File: config.mk
export PLATFORM = sky130hd
export DESIGN_NAME = mdio_mgmt_ctrl
export DESIGN_NICKNAME = d
export VERILOG_FILES = /design/src/rtl/mdio_pkg.sv /design/src/rtl/mdio_clk_div.sv /design/src/rtl/mdio_frame_eng.sv /design/src/rtl/mdio_link_track.sv /design/src/rtl/mdio_mgmt_ctrl.sv
export SDC_FILE = /design/constraint.sdc
export NUM_CORES = 1
export LEC_CHECK = 0
export CAP_MARGIN = 20
export CORE_MARGIN = 2
export CORE_UTILIZATION = 65
export CTS_BUF_LIST = sky130_fd_sc_hd__clkbuf_16
export CTS_CLUSTER_DIAMETER = 80
export DETAILED_ROUTE_END_ITERATION = 12
export DONT_BUFFER_PORTS = 1
export PLACE_DENSITY_LB_ADDON = 0.12
export SLEW_MARGIN = 40
export SYNTH_ARGS = -nofsm -noshare
export SYNTH_HDL_FRONTEND = slang
export SYNTH_SLANG_ARGS = --single-unit
File: constraint.sdc
create_clock -name clk -period 3.1 [get_ports clk]
set_input_delay 0.31 -clock clk [delete_from_list [all_inputs] [get_ports clk]]
set_output_delay 0.31 -clock clk [all_outputs]
set_load 0.03 [all_outputs]
File: src/rtl/mdio_pkg.sv
package mdio_pkg;

   // register select codes on reg_addr
   localparam logic [1:0] SEL_CTRL = 2'd0;
   localparam logic [1:0] SEL_ACC  = 2'd1;
   localparam logic [1:0] SEL_LINK = 2'd2;

   // control word bit positions
   localparam int CTRL_IDLE_BIT = 31;
   localparam int CTRL_EN_BIT   = 30;

   // access word layout, MSB first
   typedef struct packed {
      logic        go;
      logic        wr;
      logic        ack;
      logic [2:0]  rsvd;
      logic [4:0]  regad;
      logic [4:0]  phyad;
      logic [15:0] data;
   } acc_word_t;

   localparam int NUM_PHY = 32;

endpackage

File: src/rtl/mdio_clk_div.sv
module mdio_clk_div #(
   parameter int DIV_W = 8
) (
   input  logic             clk,
   input  logic             rst_n,
   input  logic             en,
   input  logic [DIV_W-1:0] div,
   output logic             mdc,
   output logic             rise_tick,
   output logic             fall_tick
);

   logic [DIV_W-1:0] cnt_q;
   logic             wrap;

   assign wrap      = en && (cnt_q == div);
   assign rise_tick = wrap && !mdc;
   assign fall_tick = wrap &&  mdc;

   always_ff @(posedge clk or negedge rst_n) begin
      if (!rst_n) begin
         cnt_q <= '0;
         mdc   <= 1'b0;
      end else if (!en) begin
         cnt_q <= '0;
         mdc   <= 1'b0;
      end else if (wrap) begin
         cnt_q <= '0;
         mdc   <= ~mdc;
      end else begin
         cnt_q <= cnt_q + 1'b1;
      end
   end

   AST_MDC_LOW_OFF: assert property (@(posedge clk) disable iff (!rst_n)
      !en |=> !mdc);

   AST_TICK_EXCL: assert property (@(posedge clk) disable iff (!rst_n)
      rise_tick |=> mdc);

endmodule

File: src/rtl/mdio_frame_eng.sv
module mdio_frame_eng #(
   parameter int PRE_LEN = 32
) (
   input  logic        clk,
   input  logic        rst_n,
   input  logic        start,
   input  logic        op_wr,
   input  logic [4:0]  phyad,
   input  logic [4:0]  regad,
   input  logic [15:0] wdata,
   input  logic        rise_tick,
   input  logic        fall_tick,
   input  logic        mdio_i,
   output logic        busy,
   output logic        done,
   output logic        ack,
   output logic [15:0] rdata,
   output logic        mdio_o,
   output logic        mdio_oe
);

   localparam int FRAME_W = PRE_LEN + 32;
   localparam int IDX_W   = $clog2(FRAME_W);
   localparam int TA2_POS = PRE_LEN + 15;
   localparam int DAT_POS = PRE_LEN + 16;
   localparam int LAST    = FRAME_W - 1;
   localparam int RD_DRV  = PRE_LEN + 14;

   generate
      if (PRE_LEN < 1 || PRE_LEN > 32) begin : g_bad_pre
         $error("mdio_frame_eng: PRE_LEN must be 1..32");
      end
   endgenerate

   logic [FRAME_W-1:0] frame_v, oe_v;
   logic [FRAME_W-1:0] sr_q, oe_sr_q;
   logic [IDX_W-1:0]   idx_q;
   logic               started_q, fin_q, op_wr_q, ack_q;
   logic [15:0]        rd_sr_q;

   always_comb begin
      frame_v = {{PRE_LEN{1'b1}}, 2'b01,
                 (op_wr ? 2'b01 : 2'b10), phyad, regad,
                 (op_wr ? 2'b10 : 2'b11),
                 (op_wr ? wdata : 16'hFFFF)};
      if (op_wr) oe_v = '1;
      else       oe_v = {{RD_DRV{1'b1}}, {(FRAME_W-RD_DRV){1'b0}}};
   end

   always_ff @(posedge clk or negedge rst_n) begin
      if (!rst_n) begin
         busy      <= 1'b0;
         started_q <= 1'b0;
         fin_q     <= 1'b0;
         idx_q     <= '0;
         sr_q      <= '0;
         oe_sr_q   <= '0;
         op_wr_q   <= 1'b0;
         ack_q     <= 1'b0;
         rd_sr_q   <= '0;
         mdio_o    <= 1'b1;
         mdio_oe   <= 1'b0;
      end else if (start) begin
         busy      <= 1'b1;
         started_q <= 1'b0;
         fin_q     <= 1'b0;
         idx_q     <= '0;
         sr_q      <= frame_v;
         oe_sr_q   <= oe_v;
         op_wr_q   <= op_wr;
         ack_q     <= 1'b0;
         rd_sr_q   <= '0;
      end else if (fin_q) begin
         busy      <= 1'b0;
         started_q <= 1'b0;
         fin_q     <= 1'b0;
         mdio_oe   <= 1'b0;
      end else if (busy) begin
         if (fall_tick) begin
            if (!started_q) begin
               started_q <= 1'b1;
               idx_q     <= '0;
            end else begin
               idx_q     <= idx_q + 1'b1;
            end
            mdio_o  <= sr_q[FRAME_W-1];
            mdio_oe <= oe_sr_q[FRAME_W-1];
            sr_q    <= {sr_q[FRAME_W-2:0], 1'b0};
            oe_sr_q <= {oe_sr_q[FRAME_W-2:0], 1'b0};
         end else if (rise_tick && started_q) begin
            if (!op_wr_q) begin
               if (idx_q == IDX_W'(TA2_POS)) ack_q <= ~mdio_i;
               if (idx_q >= IDX_W'(DAT_POS)) rd_sr_q <= {rd_sr_q[14:0], mdio_i};
            end
            if (idx_q == IDX_W'(LAST)) fin_q <= 1'b1;
         end
      end
   end

   assign done  = fin_q;
   assign ack   = ack_q;
   assign rdata = rd_sr_q;

   AST_OE_IDLE: assert property (@(posedge clk) disable iff (!rst_n)
      !busy |-> !mdio_oe);

   AST_WRITE_HOLDS_LINE: assert property (@(posedge clk) disable iff (!rst_n)
      (busy && started_q && op_wr_q) |-> mdio_oe);

   AST_DONE_AFTER_RISE: assert property (@(posedge clk) disable iff (!rst_n)
      done |-> $past(rise_tick));

endmodule

File: src/rtl/mdio_link_track.sv
module mdio_link_track #(
   parameter int NPHY = 32
) (
   input  logic            clk,
   input  logic            rst_n,
   input  logic            upd,
   input  logic [4:0]      phyad,
   input  logic            val,
   output logic [NPHY-1:0] link
);

   generate
      for (genvar g = 0; g < NPHY; g++) begin : g_bit
         always_ff @(posedge clk or negedge rst_n) begin
            if (!rst_n)                        link[g] <= 1'b0;
            else if (upd && (phyad == 5'(g)))  link[g] <= val;
         end
      end
   endgenerate

   AST_LINK_QUIET: assert property (@(posedge clk) disable iff (!rst_n)
      !upd |=> $stable(link));

endmodule

File: src/rtl/mdio_mgmt_ctrl.sv
module mdio_mgmt_ctrl
   import mdio_pkg::*;
#(
   parameter int DIV_W      = 8,
   parameter int PRE_LEN    = 32,
   parameter int LINK_REGAD = 1,
   parameter int LINK_BIT   = 2
) (
   input  logic        clk,
   input  logic        rst_n,
   input  logic        reg_wr,
   input  logic [1:0]  reg_addr,
   input  logic [31:0] reg_wdata,
   output logic [31:0] reg_rdata,
   output logic        mdc,
   output logic        mdio_o,
   output logic        mdio_oe,
   input  logic        mdio_i
);

   generate
      if (DIV_W < 1 || DIV_W > 16) begin : g_bad_div
         $error("mdio_mgmt_ctrl: DIV_W must be 1..16");
      end
      if (LINK_BIT < 0 || LINK_BIT > 15 || LINK_REGAD < 0 || LINK_REGAD > 31) begin : g_bad_link
         $error("mdio_mgmt_ctrl: link source out of range");
      end
   endgenerate

   logic             en_q;
   logic [DIV_W-1:0] div_q;
   acc_word_t        acc_q, acc_in;
   logic [NUM_PHY-1:0] link_w;

   logic        rise_tick, fall_tick;
   logic        eng_busy, eng_done, eng_ack;
   logic [15:0] eng_rdata;
   logic        ctrl_wr, acc_wr, launch, link_upd;

   assign acc_in  = acc_word_t'(reg_wdata);
   assign ctrl_wr = reg_wr && (reg_addr == SEL_CTRL) && !eng_busy;
   assign acc_wr  = reg_wr && (reg_addr == SEL_ACC) && !acc_q.go;
   assign launch  = acc_wr && acc_in.go && en_q;

   always_ff @(posedge clk or negedge rst_n) begin
      if (!rst_n) begin
         en_q  <= 1'b0;
         div_q <= '0;
      end else if (ctrl_wr) begin
         en_q  <= reg_wdata[CTRL_EN_BIT];
         div_q <= reg_wdata[DIV_W-1:0];
      end
   end

   always_ff @(posedge clk or negedge rst_n) begin
      if (!rst_n) begin
         acc_q <= '0;
      end else if (acc_wr) begin
         acc_q       <= acc_in;
         acc_q.go    <= launch;
         acc_q.ack   <= 1'b0;
         acc_q.rsvd  <= '0;
      end else if (eng_done) begin
         acc_q.go  <= 1'b0;
         acc_q.ack <= eng_ack;
         if (!acc_q.wr) acc_q.data <= eng_rdata;
      end
   end

   mdio_clk_div #(.DIV_W(DIV_W)) i_clk_div (
      .clk       (clk),
      .rst_n     (rst_n),
      .en        (en_q),
      .div       (div_q),
      .mdc       (mdc),
      .rise_tick (rise_tick),
      .fall_tick (fall_tick)
   );

   mdio_frame_eng #(.PRE_LEN(PRE_LEN)) i_frame_eng (
      .clk       (clk),
      .rst_n     (rst_n),
      .start     (launch),
      .op_wr     (acc_in.wr),
      .phyad     (acc_in.phyad),
      .regad     (acc_in.regad),
      .wdata     (acc_in.data),
      .rise_tick (rise_tick),
      .fall_tick (fall_tick),
      .mdio_i    (mdio_i),
      .busy      (eng_busy),
      .done      (eng_done),
      .ack       (eng_ack),
      .rdata     (eng_rdata),
      .mdio_o    (mdio_o),
      .mdio_oe   (mdio_oe)
   );

   assign link_upd = eng_done && !acc_q.wr && eng_ack && (acc_q.regad == 5'(LINK_REGAD));

   mdio_link_track #(.NPHY(NUM_PHY)) i_link (
      .clk   (clk),
      .rst_n (rst_n),
      .upd   (link_upd),
      .phyad (acc_q.phyad),
      .val   (eng_rdata[LINK_BIT]),
      .link  (link_w)
   );

   always_comb begin
      reg_rdata = '0;
      case (reg_addr)
         SEL_CTRL: begin
            reg_rdata[CTRL_IDLE_BIT] = ~eng_busy;
            reg_rdata[CTRL_EN_BIT]   = en_q;
            reg_rdata[DIV_W-1:0]     = div_q;
         end
         SEL_ACC:  reg_rdata = acc_q;
         SEL_LINK: reg_rdata = link_w;
         default:  reg_rdata = '0;
      endcase
   end

   AST_GO_WHILE_BUSY: assert property (@(posedge clk) disable iff (!rst_n)
      eng_busy |-> acc_q.go);

   AST_GO_CLEARS: assert property (@(posedge clk) disable iff (!rst_n)
      eng_done |=> !acc_q.go);

   AST_BUSY_WRITE_IGNORED: assert property (@(posedge clk) disable iff (!rst_n)
      (reg_wr && reg_addr == SEL_ACC && acc_q.go) |=>
      (acc_q.phyad == $past(acc_q.phyad) && acc_q.regad == $past(acc_q.regad)
       && acc_q.wr == $past(acc_q.wr)));

   AST_NO_RUN_DISABLED: assert property (@(posedge clk) disable iff (!rst_n)
      !en_q |-> !eng_busy);

   AST_CTRL_HELD: assert property (@(posedge clk) disable iff (!rst_n)
      eng_busy |=> ($stable(div_q) && $stable(en_q)));

   AST_DATA_ON_FALL: assert property (@(posedge clk) disable iff (!rst_n)
      !$stable(mdio_o) |-> $fell(mdc));

endmodule

==> impl_metrics.csv <==
group,metric,value,unit
run_status,outcome,"finished, violations left",
run_status,violations,"negative hold slack",
drt,viasPerCell,6.47,
drt,drcViolationCount,0,
job,maxCapViolCount,0,
clock_network,numCtsBuffers,24,
clock_network,clk_latency,510,ps
setup_path,r2r-end,"i_link.link[7]",
logic_synthesis,synth_seq_cells,236,
finish,nNetsFinal,1084,
clock_network,cts_resized,0,
setup_path,cp.arrival,1920,ps
logic_synthesis,syn-num-nets,1099,
setup_path,end_kind,"output port",
floorplan,ioPinCount,73,
logic_synthesis,synth-edff-count,0,
finish,antennaDiodeCount,0,
clock_network,cts.sink_count,236,
logic_synthesis,syn_area_per_cell,10.6,µm²
floorplan,start_util,66.8,%
setup_path,ff2ff_setup_slack,870,ps
finish,area_delta_synth_final,10.8,%
logic_synthesis,yosysWarnings,0,
logic_synthesis,synth.cell_area,11100,µm²
drt,first_pass_iters,10,
placement,gp_congestion,0.819,
global_route,gr-usage-all-layers,28.9,%
sta,fin_crit_sh,72.1,%
drt,routedWlPerCell,20.3,µm
clock_network,cts_max_level,1,
setup_path,critical_path_class,"reg -> out",
floorplan,core-area,16700,µm²
floorplan,die_y,135,µm
sta,maxSlewHeadroom,46.6,%
global_route,grt_max_degree,237,
clock_network,clk_pin_slew,60,ps
clock_network,clockBufferDepth,3,
sta,fin_setup_tns,0,ps
drt,ant_nets,0,
setup_path,reg2reg_depth,4,
setup_path,path_max_fanout,16,
power,peakVddDrop,0.808,mV
clock_network,cts_setup_buffers,0,
clock_network,hold_buffers,28,
sta,fmax,448,MHz
sta,hold_viol,236,
placement,portBuffers,0,
logic_synthesis,yosysUniqueCellTypes,52,
clock_network,clockRootBuffer,"clkbuf_16",
global_route,antenna_found_initial,0,
drt,vias,8246,
floorplan,rows,47,
finish,multi_input_area,4860,µm²
setup_path,start_kind,"flip-flop",
finish,nFillCells,1141,
logic_synthesis,async_flop_share,100,%
power,power_leakage,0.00477,µW
worst_hold_path,hp-class,"in -> async",
floorplan,die_width,135,µm
setup_path,r2r-start,"acc_q[25]",
sta,whs,-507,ps
sta,setup_viol,0,
logic_synthesis,synthFlopType,"dfrtp_1",
setup_path,slowest_stage,"dfrtp_1",
sta,slew_viol_final,0,
setup_path,cp_num_buf_inv,0,
setup_path,crit_family,"flip-flops",
global_route,grt_pass1_wl,42500,µm
logic_synthesis,synthCells,1055,
clock_network,cts_tree,"done",
sta,rsz0062_at_grt,"false",
drt,initialDrtViolationCount,837,
global_route,grt_pass1_vias,8090,
setup_path,cp_data_required_time,2790,ps
setup_path,worstPathCellList,"a22oi_1, nor2b_1",
power,fin_total_pwr,9900,µW
finish,register_area,5910,µm²
logic_synthesis,ys_seq_area_share,53.0,%
floorplan,die_area,18200,µm²
placement,hpwl,15800,µm
sta,tightest_slew,793,ps
power,p_per_area,802,nW/µm²
global_route,grt-ovfl-total,0,
sta,finalClockSkew,11.9,ps
finish,layout-drive-gt1-share,10.5,%
drt,drt-total-wl,25900,µm
sta,min_period,2230,ps
setup_path,crit_path_max_incr_delay,720,ps
worst max path at each step:
stage | start | to | cells past startpoint
after floorplan | acc_q[25] | i_link.link[21] | 4
after global placement | reg_addr[0] | reg_rdata[3] | 5
after detailed placement | reg_addr[0] | reg_rdata[3] | 5
after CTS | acc_q[16] | reg_rdata[16] | 2
after global routing | acc_q[25] | i_link.link[28] | 4
final | acc_q[17] | reg_rdata[17] | 2
Yosys cell counts, types with 2 or more instances:
master / n / area, µm²
xor2_1: 5 / 43.8
nor3b_1: 17 / 128
dfrtp_1: 235 / 5880
a222oi_1: 10 / 100
clkbuf_1: 67 / 251
nand4_1: 55 / 344
o22ai_1: 2 / 12.5
and4_1: 5 / 43.8
nand3_1: 17 / 85.1
xnor2_1: 9 / 78.8
a31o_2: 2 / 17.5
and3_1: 4 / 25.0
or3_1: 2 / 12.5
and2_1: 5 / 31.3
ha_1: 6 / 75.1
buf_1: 8 / 30.0
nor2b_1: 25 / 156
mux2_1: 2 / 22.5
nand2_1: 92 / 345
o211ai_1: 2 / 15.0
buf_2: 14 / 70.1
nor2_1: 131 / 492
inv_1: 6 / 22.5
a22oi_1: 20 / 150
mux2_2: 40 / 450
or4_4: 2 / 22.5
and4b_1: 3 / 30.0
buf_4: 3 / 22.5
nand4b_1: 2 / 17.5
nor3_1: 6 / 30.0
a31oi_1: 47 / 294
mux2i_1: 116 / 1160
o31ai_1: 46 / 345
nand2b_1: 3 / 18.8
o21ai_0: 25 / 125
nor4_1: 3 / 18.8
a21oi_1: 3 / 15.0
power breakdown:
group | switching, µW | internal [µW]
Clock | 1160 | 1690
Combinational | 1370 | 899
Sequential | 686 | 4090
Total | 3220 | 6690
layout make-up:
| type | instances | area share, % |
|---|---|---|
| inverter | 6 | 0.182 |
| clock buffer | 25 | 5.07 |
| timing repair buffer | 52 | 4.13 |
| sequential | 236 | 47.8 |
| multi-input combinational | 720 | 39.4 |
| tap | 220 | 2.23 |
| clock inverter | 16 | 1.17 |
registers in the layout, indices dropped and copies added, names as in the netlist, 6 cells and up:
name	cells
i_frame_eng.oe_sr_q	64
i_frame_eng.sr_q	64
i_link.link	32
acc_q	29
i_frame_eng.rdata	16
div_q	8
i_clk_div.cnt_q	8
i_frame_eng.idx_q	6
layout by cell type (no fill, tap or decap), drive strengths merged, types with 20 or more instances in the layout:
| cell type | count |
|---|---|
| nand4 | 55 |
| dfrtp | 235 |
| mux2i | 116 |
| clkbuf | 25 |
| dlygate4sd3 | 28 |
| nor2 | 131 |
| mux2 | 42 |
| a31oi | 47 |
| o31ai | 46 |
| nand2 | 92 |
| a22oi | 20 |
| nor2b | 25 |
| o21ai | 26 |
| buf | 24 |
per-layer routing:
metal	vias to the layer above	track usage, %	share of wire (%)
met5	-	0	0
met3	39	5.41	6.2
met4	0	6.94	1.8
met2	247	45.3	47
li1	3776	-	-
met1	4184	42.3	45
through the flow:
| step | worst slack, ps | hold slack, ps | cells | instance area, µm² | util [%] |
|---|---|---|---|---|---|
| 4_1_cts | 865 | -510 | 1275 | 12300 | 73.9 |
| 3_5_place_dp | 909 | 22.8 | 1206 | 11300 | 67.7 |
| 2_1_floorplan | 1070 | 14.4 | 1055 | 11100 | - |
| 3_3_place_gp | 898 | 22.9 | 1206 | 11300 | 67.7 |
| 6_report | 866 | -507 | 1275 | 12300 | 73.9 |
| 5_1_grt | 721 | -524 | 1275 | 12300 | 73.9 |
kinds of logic after synthesis:
family | count (synthesis) | synth area share [%]
multiplexers | 158 | 14.7
flip-flops | 236 | 53.0
XOR/XNOR | 14 | 1.10
buffers and inverters | 99 | 3.66
AO/OA/AOI/OAI | 162 | 9.98
adder cells (fa/ha/maj) | 6 | 0.673
AND/OR/NAND/NOR | 380 | 16.9
Note: power is estimated with default switching activity, not from simulation.
